### config.mk
export PLATFORM = sky130hd
export DESIGN_NAME = gpe_hotplug_regs
export DESIGN_NICKNAME = d
export VERILOG_FILES = /design/src/rtl/gpe_hp_pkg.sv /design/src/rtl/gpe_event_regs.sv /design/src/rtl/hp_slot_tracker.sv /design/src/rtl/eject_decoder.sv /design/src/rtl/gpe_hotplug_regs.sv
export SDC_FILE = /design/constraint.sdc
export NUM_CORES = 1
export LEC_CHECK = 0
export BUFFER_PORTS_ARGS = -buffer_cell sky130_fd_sc_hd__buf_2
export CORE_MARGIN = 1
export CORE_UTILIZATION = 43
export CTS_CLUSTER_SIZE = 16
export DETAILED_ROUTE_END_ITERATION = 8
export GPL_TIMING_DRIVEN = 0
export PLACE_DENSITY_LB_ADDON = 0.12
export SLEW_MARGIN = 20
export SYNTH_ARGS = -nofsm -noshare
export SYNTH_HDL_FRONTEND = slang
export SYNTH_HIERARCHICAL = 1
export SYNTH_SLANG_ARGS = --single-unit
### constraint.sdc
create_clock -name clk -period 2.65 [get_ports clk]
set_input_delay 0.53 -clock clk [delete_from_list [all_inputs] [get_ports clk]]
set_output_delay 0.53 -clock clk [all_outputs]
set_load 0.01 [all_outputs]
### src/rtl/gpe_hp_pkg.sv
package gpe_hp_pkg;

    typedef enum logic [0:0] {
        HP_IDLE   = 1'b0,
        HP_NOTIFY = 1'b1
    } hp_state_e;

    typedef enum logic [0:0] {
        EJ_IDLE = 1'b0,
        EJ_FIRE = 1'b1
    } ej_state_e;

    // index of the lowest set bit in a byte (0 when the byte is zero)
    function automatic logic [2:0] low_bit8(input logic [7:0] v);
        logic [2:0] r;
        r = 3'd0;
        for (int i = 7; i >= 0; i--) begin
            if (v[i]) r = 3'(i);
        end
        return r;
    endfunction

endpackage

### src/rtl/gpe_event_regs.sv
module gpe_event_regs #(
    parameter int GPE_W      = 16,
    parameter int HP_STS_BIT = 1,
    localparam int GPE_BYTES = GPE_W / 8
) (
    input  logic                 clk,
    input  logic                 rst_n,
    input  logic [GPE_BYTES-1:0] sts_wr_lane,
    input  logic [GPE_BYTES-1:0] en_wr_lane,
    input  logic [7:0]           wdata,
    input  logic                 hp_set,
    output logic [GPE_W-1:0]     sts_q,
    output logic [GPE_W-1:0]     en_q
);
    localparam logic [GPE_W-1:0] HP_MASK = GPE_W'(1) << HP_STS_BIT;

    for (genvar g = 0; g < GPE_BYTES; g++) begin : g_lane
        logic [7:0] sts_b;
        logic [7:0] en_b;
        logic [7:0] clr_b;
        logic [7:0] set_b;

        always_comb begin
            clr_b = sts_wr_lane[g] ? wdata : 8'h00;
            set_b = hp_set ? HP_MASK[g*8 +: 8] : 8'h00;
        end

        // set wins over a same-cycle clear
        always_ff @(posedge clk) begin
            if (!rst_n) begin
                sts_b <= 8'h00;
                en_b  <= 8'h00;
            end else begin
                sts_b <= (sts_b & ~clr_b) | set_b;
                if (en_wr_lane[g]) en_b <= wdata;
            end
        end

        assign sts_q[g*8 +: 8] = sts_b;
        assign en_q[g*8 +: 8]  = en_b;
    end

endmodule

### src/rtl/hp_slot_tracker.sv
module hp_slot_tracker
    import gpe_hp_pkg::*;
#(
    parameter int SLOTS = 32,
    localparam int SLOT_W = $clog2(SLOTS)
) (
    input  logic              clk,
    input  logic              rst_n,
    input  logic              ins_evt,
    input  logic              rem_evt,
    input  logic [SLOT_W-1:0] evt_slot,
    output logic              accepted,
    output logic [SLOTS-1:0]  ins_map,
    output logic [SLOTS-1:0]  rem_map,
    output logic              irq_pulse
);
    hp_state_e        state_q;
    hp_state_e        state_d;
    logic [SLOTS-1:0] slot_bit;

    assign accepted = ins_evt | rem_evt;
    assign slot_bit = SLOTS'(1) << evt_slot;

    // next-state logic
    always_comb begin
        state_d = state_q;
        unique case (state_q)
            HP_IDLE:   state_d = accepted ? HP_NOTIFY : HP_IDLE;
            HP_NOTIFY: state_d = accepted ? HP_NOTIFY : HP_IDLE;
            default:   state_d = HP_IDLE;
        endcase
    end

    // state register
    always_ff @(posedge clk) begin
        if (!rst_n) state_q <= HP_IDLE;
        else        state_q <= state_d;
    end

    // outputs
    always_comb begin
        irq_pulse = 1'b0;
        unique case (state_q)
            HP_IDLE:   irq_pulse = 1'b0;
            HP_NOTIFY: irq_pulse = 1'b1;
            default:   irq_pulse = 1'b0;
        endcase
    end

    // bitmaps: wipe both, then mark one; insert takes priority
    always_ff @(posedge clk) begin
        if (!rst_n) begin
            ins_map <= '0;
            rem_map <= '0;
        end else if (accepted) begin
            ins_map <= ins_evt ? slot_bit : '0;
            rem_map <= ins_evt ? '0 : slot_bit;
        end
    end

endmodule

### src/rtl/eject_decoder.sv
module eject_decoder
    import gpe_hp_pkg::*;
#(
    parameter int SLOTS = 32,
    localparam int SLOT_W    = $clog2(SLOTS),
    localparam int MAP_BYTES = SLOTS / 8,
    localparam int LANE_W    = (MAP_BYTES > 1) ? $clog2(MAP_BYTES) : 1
) (
    input  logic              clk,
    input  logic              rst_n,
    input  logic              wr_en,
    input  logic [LANE_W-1:0] lane,
    input  logic [7:0]        wdata,
    output logic              ej_strobe,
    output logic [SLOT_W-1:0] ej_slot
);
    ej_state_e         state_q;
    ej_state_e         state_d;
    logic              fire;
    logic [SLOT_W-1:0] slot_calc;

    assign fire      = wr_en && (wdata != 8'h00);
    assign slot_calc = SLOT_W'({lane, low_bit8(wdata)});

    always_comb begin
        state_d = state_q;
        unique case (state_q)
            EJ_IDLE: state_d = fire ? EJ_FIRE : EJ_IDLE;
            EJ_FIRE: state_d = fire ? EJ_FIRE : EJ_IDLE;
            default: state_d = EJ_IDLE;
        endcase
    end

    always_ff @(posedge clk) begin
        if (!rst_n) state_q <= EJ_IDLE;
        else        state_q <= state_d;
    end

    always_ff @(posedge clk) begin
        if (!rst_n)    ej_slot <= '0;
        else if (fire) ej_slot <= slot_calc;
    end

    always_comb begin
        ej_strobe = 1'b0;
        unique case (state_q)
            EJ_IDLE: ej_strobe = 1'b0;
            EJ_FIRE: ej_strobe = 1'b1;
            default: ej_strobe = 1'b0;
        endcase
    end

endmodule

### src/rtl/gpe_hotplug_regs.sv
module gpe_hotplug_regs #(
    parameter int ADDR_W     = 6,
    parameter int GPE_W      = 16,
    parameter int SLOTS      = 32,
    parameter int HP_STS_BIT = 1,
    parameter int GPE_BASE   = 0,
    parameter int HP_BASE    = 16,
    parameter int EJ_BASE    = 24,
    localparam int SLOT_W    = $clog2(SLOTS)
) (
    input  logic              clk,
    input  logic              rst_n,
    input  logic [ADDR_W-1:0] bus_addr,
    input  logic              bus_wr,
    input  logic              bus_rd,
    input  logic [7:0]        bus_wdata,
    output logic              rd_valid,
    output logic [7:0]        rd_data,
    input  logic              ins_evt,
    input  logic              rem_evt,
    input  logic [SLOT_W-1:0] evt_slot,
    output logic              irq_pulse,
    output logic              ej_strobe,
    output logic [SLOT_W-1:0] ej_slot
);
    localparam int GPE_BYTES = GPE_W / 8;
    localparam int MAP_BYTES = SLOTS / 8;
    localparam int LANE_W    = (MAP_BYTES > 1) ? $clog2(MAP_BYTES) : 1;

    localparam logic [ADDR_W-1:0] GPE_LO  = ADDR_W'(GPE_BASE);
    localparam logic [ADDR_W-1:0] HP_LO   = ADDR_W'(HP_BASE);
    localparam logic [ADDR_W-1:0] EJ_LO   = ADDR_W'(EJ_BASE);
    localparam logic [ADDR_W-1:0] GPE_SPAN = ADDR_W'(2 * GPE_BYTES);
    localparam logic [ADDR_W-1:0] HP_SPAN  = ADDR_W'(2 * MAP_BYTES);
    localparam logic [ADDR_W-1:0] EJ_SPAN  = ADDR_W'(MAP_BYTES);

    logic [ADDR_W-1:0]    gpe_off, hp_off, ej_off;
    logic                 in_gpe, in_hp, in_ej;
    logic [GPE_BYTES-1:0] sts_wr_lane, en_wr_lane;
    logic [GPE_W-1:0]     sts_q, en_q;
    logic [SLOTS-1:0]     ins_map, rem_map;
    logic                 hp_accept;
    logic [7:0]           rd_mux;

    // address decode
    always_comb begin
        gpe_off = bus_addr - GPE_LO;
        hp_off  = bus_addr - HP_LO;
        ej_off  = bus_addr - EJ_LO;
        in_gpe  = (bus_addr >= GPE_LO) && (gpe_off < GPE_SPAN);
        in_hp   = (bus_addr >= HP_LO)  && (hp_off  < HP_SPAN);
        in_ej   = (bus_addr >= EJ_LO)  && (ej_off  < EJ_SPAN);
    end

    for (genvar g = 0; g < GPE_BYTES; g++) begin : g_wr_lane
        assign sts_wr_lane[g] = bus_wr && in_gpe && (gpe_off == ADDR_W'(g));
        assign en_wr_lane[g]  = bus_wr && in_gpe && (gpe_off == ADDR_W'(GPE_BYTES + g));
    end

    gpe_event_regs #(
        .GPE_W      (GPE_W),
        .HP_STS_BIT (HP_STS_BIT)
    ) u_gpe (
        .clk         (clk),
        .rst_n       (rst_n),
        .sts_wr_lane (sts_wr_lane),
        .en_wr_lane  (en_wr_lane),
        .wdata       (bus_wdata),
        .hp_set      (hp_accept),
        .sts_q       (sts_q),
        .en_q        (en_q)
    );

    hp_slot_tracker #(
        .SLOTS (SLOTS)
    ) u_hp (
        .clk       (clk),
        .rst_n     (rst_n),
        .ins_evt   (ins_evt),
        .rem_evt   (rem_evt),
        .evt_slot  (evt_slot),
        .accepted  (hp_accept),
        .ins_map   (ins_map),
        .rem_map   (rem_map),
        .irq_pulse (irq_pulse)
    );

    eject_decoder #(
        .SLOTS (SLOTS)
    ) u_ej (
        .clk       (clk),
        .rst_n     (rst_n),
        .wr_en     (bus_wr && in_ej),
        .lane      (ej_off[LANE_W-1:0]),
        .wdata     (bus_wdata),
        .ej_strobe (ej_strobe),
        .ej_slot   (ej_slot)
    );

    // read multiplexer
    always_comb begin
        rd_mux = 8'hFF;
        if (in_gpe) begin
            for (int k = 0; k < GPE_BYTES; k++) begin
                if (gpe_off == ADDR_W'(k))             rd_mux = sts_q[k*8 +: 8];
                if (gpe_off == ADDR_W'(GPE_BYTES + k)) rd_mux = en_q[k*8 +: 8];
            end
        end else if (in_hp) begin
            for (int k = 0; k < MAP_BYTES; k++) begin
                if (hp_off == ADDR_W'(k))             rd_mux = ins_map[k*8 +: 8];
                if (hp_off == ADDR_W'(MAP_BYTES + k)) rd_mux = rem_map[k*8 +: 8];
            end
        end else if (in_ej) begin
            rd_mux = 8'h00;
        end
    end

    always_ff @(posedge clk) begin
        if (!rst_n) begin
            rd_valid <= 1'b0;
            rd_data  <= 8'h00;
        end else begin
            rd_valid <= bus_rd;
            if (bus_rd) rd_data <= rd_mux;
        end
    end

endmodule

==> metrics.md <==
| Metric | Value |
|---|---|
| Outcome | finished, final reports clean |
| Post-route ant nets | 0 |
| Die W | 111 um |
| Prevailing post-synth register cell | dfxtp_1 |
| Pre-CTS WS | 78.0 ps |
| Worst R2R Start | u_hp/rem_map[31] |
| Drt wl/cell | 20.4 um |
| First-pass GRT wire length | 22900 um |
| Nets | 581 |
| Vias | 4275 |
| Total track usage | 0.242 |
| EDFF count, synth | 0 |
| DIE HEIGHT | 111 um |
| Seq cells post-synth | 112 |
| Max Slew Vio Count | 0 |
| Endpoint of the worst-slack reg-to-reg timing path | rd_data[7] |
| Busiest grt layer | met2 |
| Largest delay share family, worst path | simple AND/OR/NAND/NOR gates |
| Setup TNS | 0 ps |
| Worst setup path start | bus_addr[2] |
| Setup bufs post-CTS | 0 |
| Post-synthesis sequential area ratio | 0.443 |
| Max Cap Viol | 0 |
| Final Worst Setup Slack | 454 ps |
| Synth async-reset ratio | 0 |
| Root Driver | clkbuf_16 |
| Number of iterations in the first detailed-routing pass | 4 |
| Clock Skew | 7.22 ps |
| Final Setup Violations | 0 |
| PD cells | 610 nW/um^2 |
| Most common cell after layout, fill and taps aside | dfxtp_1 |
| CP max FO | 10 |
| Slew @ Worst Pin | 738 ps |
| Full die area | 12200 sq um |
| Ports | 41 |
| Cells after Synth | 505 |
| Grt ovf | 0 |
| Initial antenna violation count | 0 |
| CTS Buf Count | 9 |
| Synth Cell Area | 5060 sq um |
| Reg2Reg Depth | 5 |
| Clock sinks | 112 |
| Slew margin rel. | 0.504 |
| Final Hold Viols | 0 |
| Met3 GRT Util | 0.0538 |
| Placer Congestion | 0.838 |
| Cts repair resizes | 0 |
| Crit Path Class | input port to flop |
| CTS tree | built |
| Ys Warns | 6 |
| DP HPWL | 10400 um |
| Vias in the first global route | 4195 |
| Initial Util | 0.442 |
| Area grow syn2layout | 13.8% |
| Flop-to-flop setup slack | 1240 ps |
| CTS Hold Bufs | 0 |
| Worst Setup End Kind | flop |
| CP required | 2940 ps |
| GR Layer Usage met2 | 0.355 |
| Worst-Skew Late Latency | 350 ps |
| Delay of the slowest critical-path stage | 710 ps |
| Bufs on Longest Clock Path | 2 |
| GR Util met1 | 0.350 |
| Hold path depth | 2 |
| Leak | 2.07 nW |
| Buf/Inv on CP | 3 |
| H-tree levels | 3 |
| IO buf count | 38 |
| Synth cell types | 59 |
| Layout cells sized above 1 | 0.197 |
| Via/cell ratio | 6.09 |
| Fin crit period | 2200 ps |
| Pwr Total | 3.52 mW |
| Initial DRC count | 310 |
| Stages on worst setup path | 7 |
| Crit path arrival time | 2480 ps |
| Syn Nets | 532 |
| Maximum vdd drop | 0.508 mV |
| Antenna diodes | 0 |
| CP Launch Type | input port |
| Final period util | 0.829 |
| Critical path endpoint | u_ej/ej_slot[0] |
| Hold Crit Class | flop to flop |
| Core area | 11500 sq um |
| RSZ-0062 raised after global routing | false |
| Routed WL | 14300 um |
| DRC viols | 0 |
| Row count | 39 |
| Clk slew on worst S/H paths | 70 ps |
| Largest net degree at the start of global routing | 19 |
| Mean cell area of the mapped netlist | 10.0 sq um |
| CP max stage cell | nor4_1 |
| Most frequent cells in the layout | dfxtp_1 (112), buf_2 (56), nand2_1 (38), nor2b_1 (28), mux2i_1 (24) |
| F_max | 0.455 GHz |
| Critical-path cell list | buf_2, buf_2, clkbuf_1, nor4_1, o21ai_4, a211o_1, a21oi_2 |
| Most used cell, CP | buf_2 |
-- synth_stat cells, drive strengths merged (12+ instances only) --
cell type | number | area [sq um]
dfxtp | 112 | 2240
buf | 34 | 199
o221ai | 14 | 123
o21ai | 21 | 116
inv | 12 | 45.0
a22o | 19 | 166
a32o | 17 | 170
nor2 | 19 | 71.3
a21oi | 22 | 114
nor2b | 28 | 175
mux2i | 24 | 240
o22ai | 20 | 125
o2bb2ai | 12 | 105
nand2 | 40 | 155
-- cell families (layout without fill, tap and decap cells) --
group,after synthesis,after routing,share of synthesized area
compound gates,150,150,0.219
xor+xnor,1,1,0.00173
fa+ha+maj,2,2,0.00494
buf+inv,55,109,0.0548
flops,112,112,0.443
mux,32,32,0.0830
simple gates,153,153,0.193
-- per-layer routing --
layer  part of all wire  vias to the layer above
li1                   -                     2020
met1               0.48                     2101
met2               0.44                      138
met3              0.056                       16
met4              0.017                        0
met5                  0                        -
-- state kept, by name, summed over array words and instances, names as in the netlist --
| name | count |
|---|---|
| u_ej/ej_slot | 5 |
| u_hp/ins_map | 32 |
| rd_valid | 1 |
| u_hp/state_q | 1 |
| u_gpe/g_lane.sts_b | 16 |
| u_hp/rem_map | 32 |
| u_ej/state_q | 1 |
| rd_data | 8 |
| u_gpe/g_lane.en_b | 16 |
-- worst min path at each step --
stage | endpoint | start | slack, ps
floorplan | u_gpe/g_lane[1].sts_b[0] | u_gpe/g_lane[1].sts_b[0] | 410
global placement | u_gpe/g_lane[1].sts_b[4] | u_gpe/g_lane[1].sts_b[4] | 420
detailed placement | u_gpe/g_lane[1].sts_b[5] | u_gpe/g_lane[1].sts_b[5] | 420
CTS | u_gpe/g_lane[1].sts_b[5] | bus_wdata[5] | 430
global route | u_gpe/g_lane[1].sts_b[5] | bus_wdata[5] | 440
finish | u_gpe/g_lane[0].sts_b[3] | u_gpe/g_lane[0].sts_b[3] | 430
-- cell type report --
type	count	area [sq um]
clock inverter	6	92.6
clock buffer	10	239
sequential	112	2240
tap	143	179
inverter	12	45.0
fill	1110	5700
multi-input combinational	338	2540
buffer	43	233
timing repair buffer	38	190
-- through the flow --
stage | cells | cell area, sq um | util | hold WS, ps
floorplan | 505 | 5060 | - | 409
global placement | 686 | 5430 | 0.474 | 416
detailed placement | 686 | 5430 | 0.474 | 420
CTS | 702 | 5770 | 0.503 | 426
global route | 702 | 5770 | 0.503 | 444
finish | 702 | 5770 | 0.503 | 431
-- power by group --
part / switching [mW] / internal, mW
clock: 0.628 / 0.858
sequential: 0.0129 / 1.70
combinational: 0.202 / 0.113
total: 0.843 / 2.67
-- tightest hold or removal path: stages, from the launching register on --
cell and delay, ps:
dfxtp_1 310, nand2_1 50, a21oi_1 30
No activity file was read; power rests on OpenSTA's default activity.
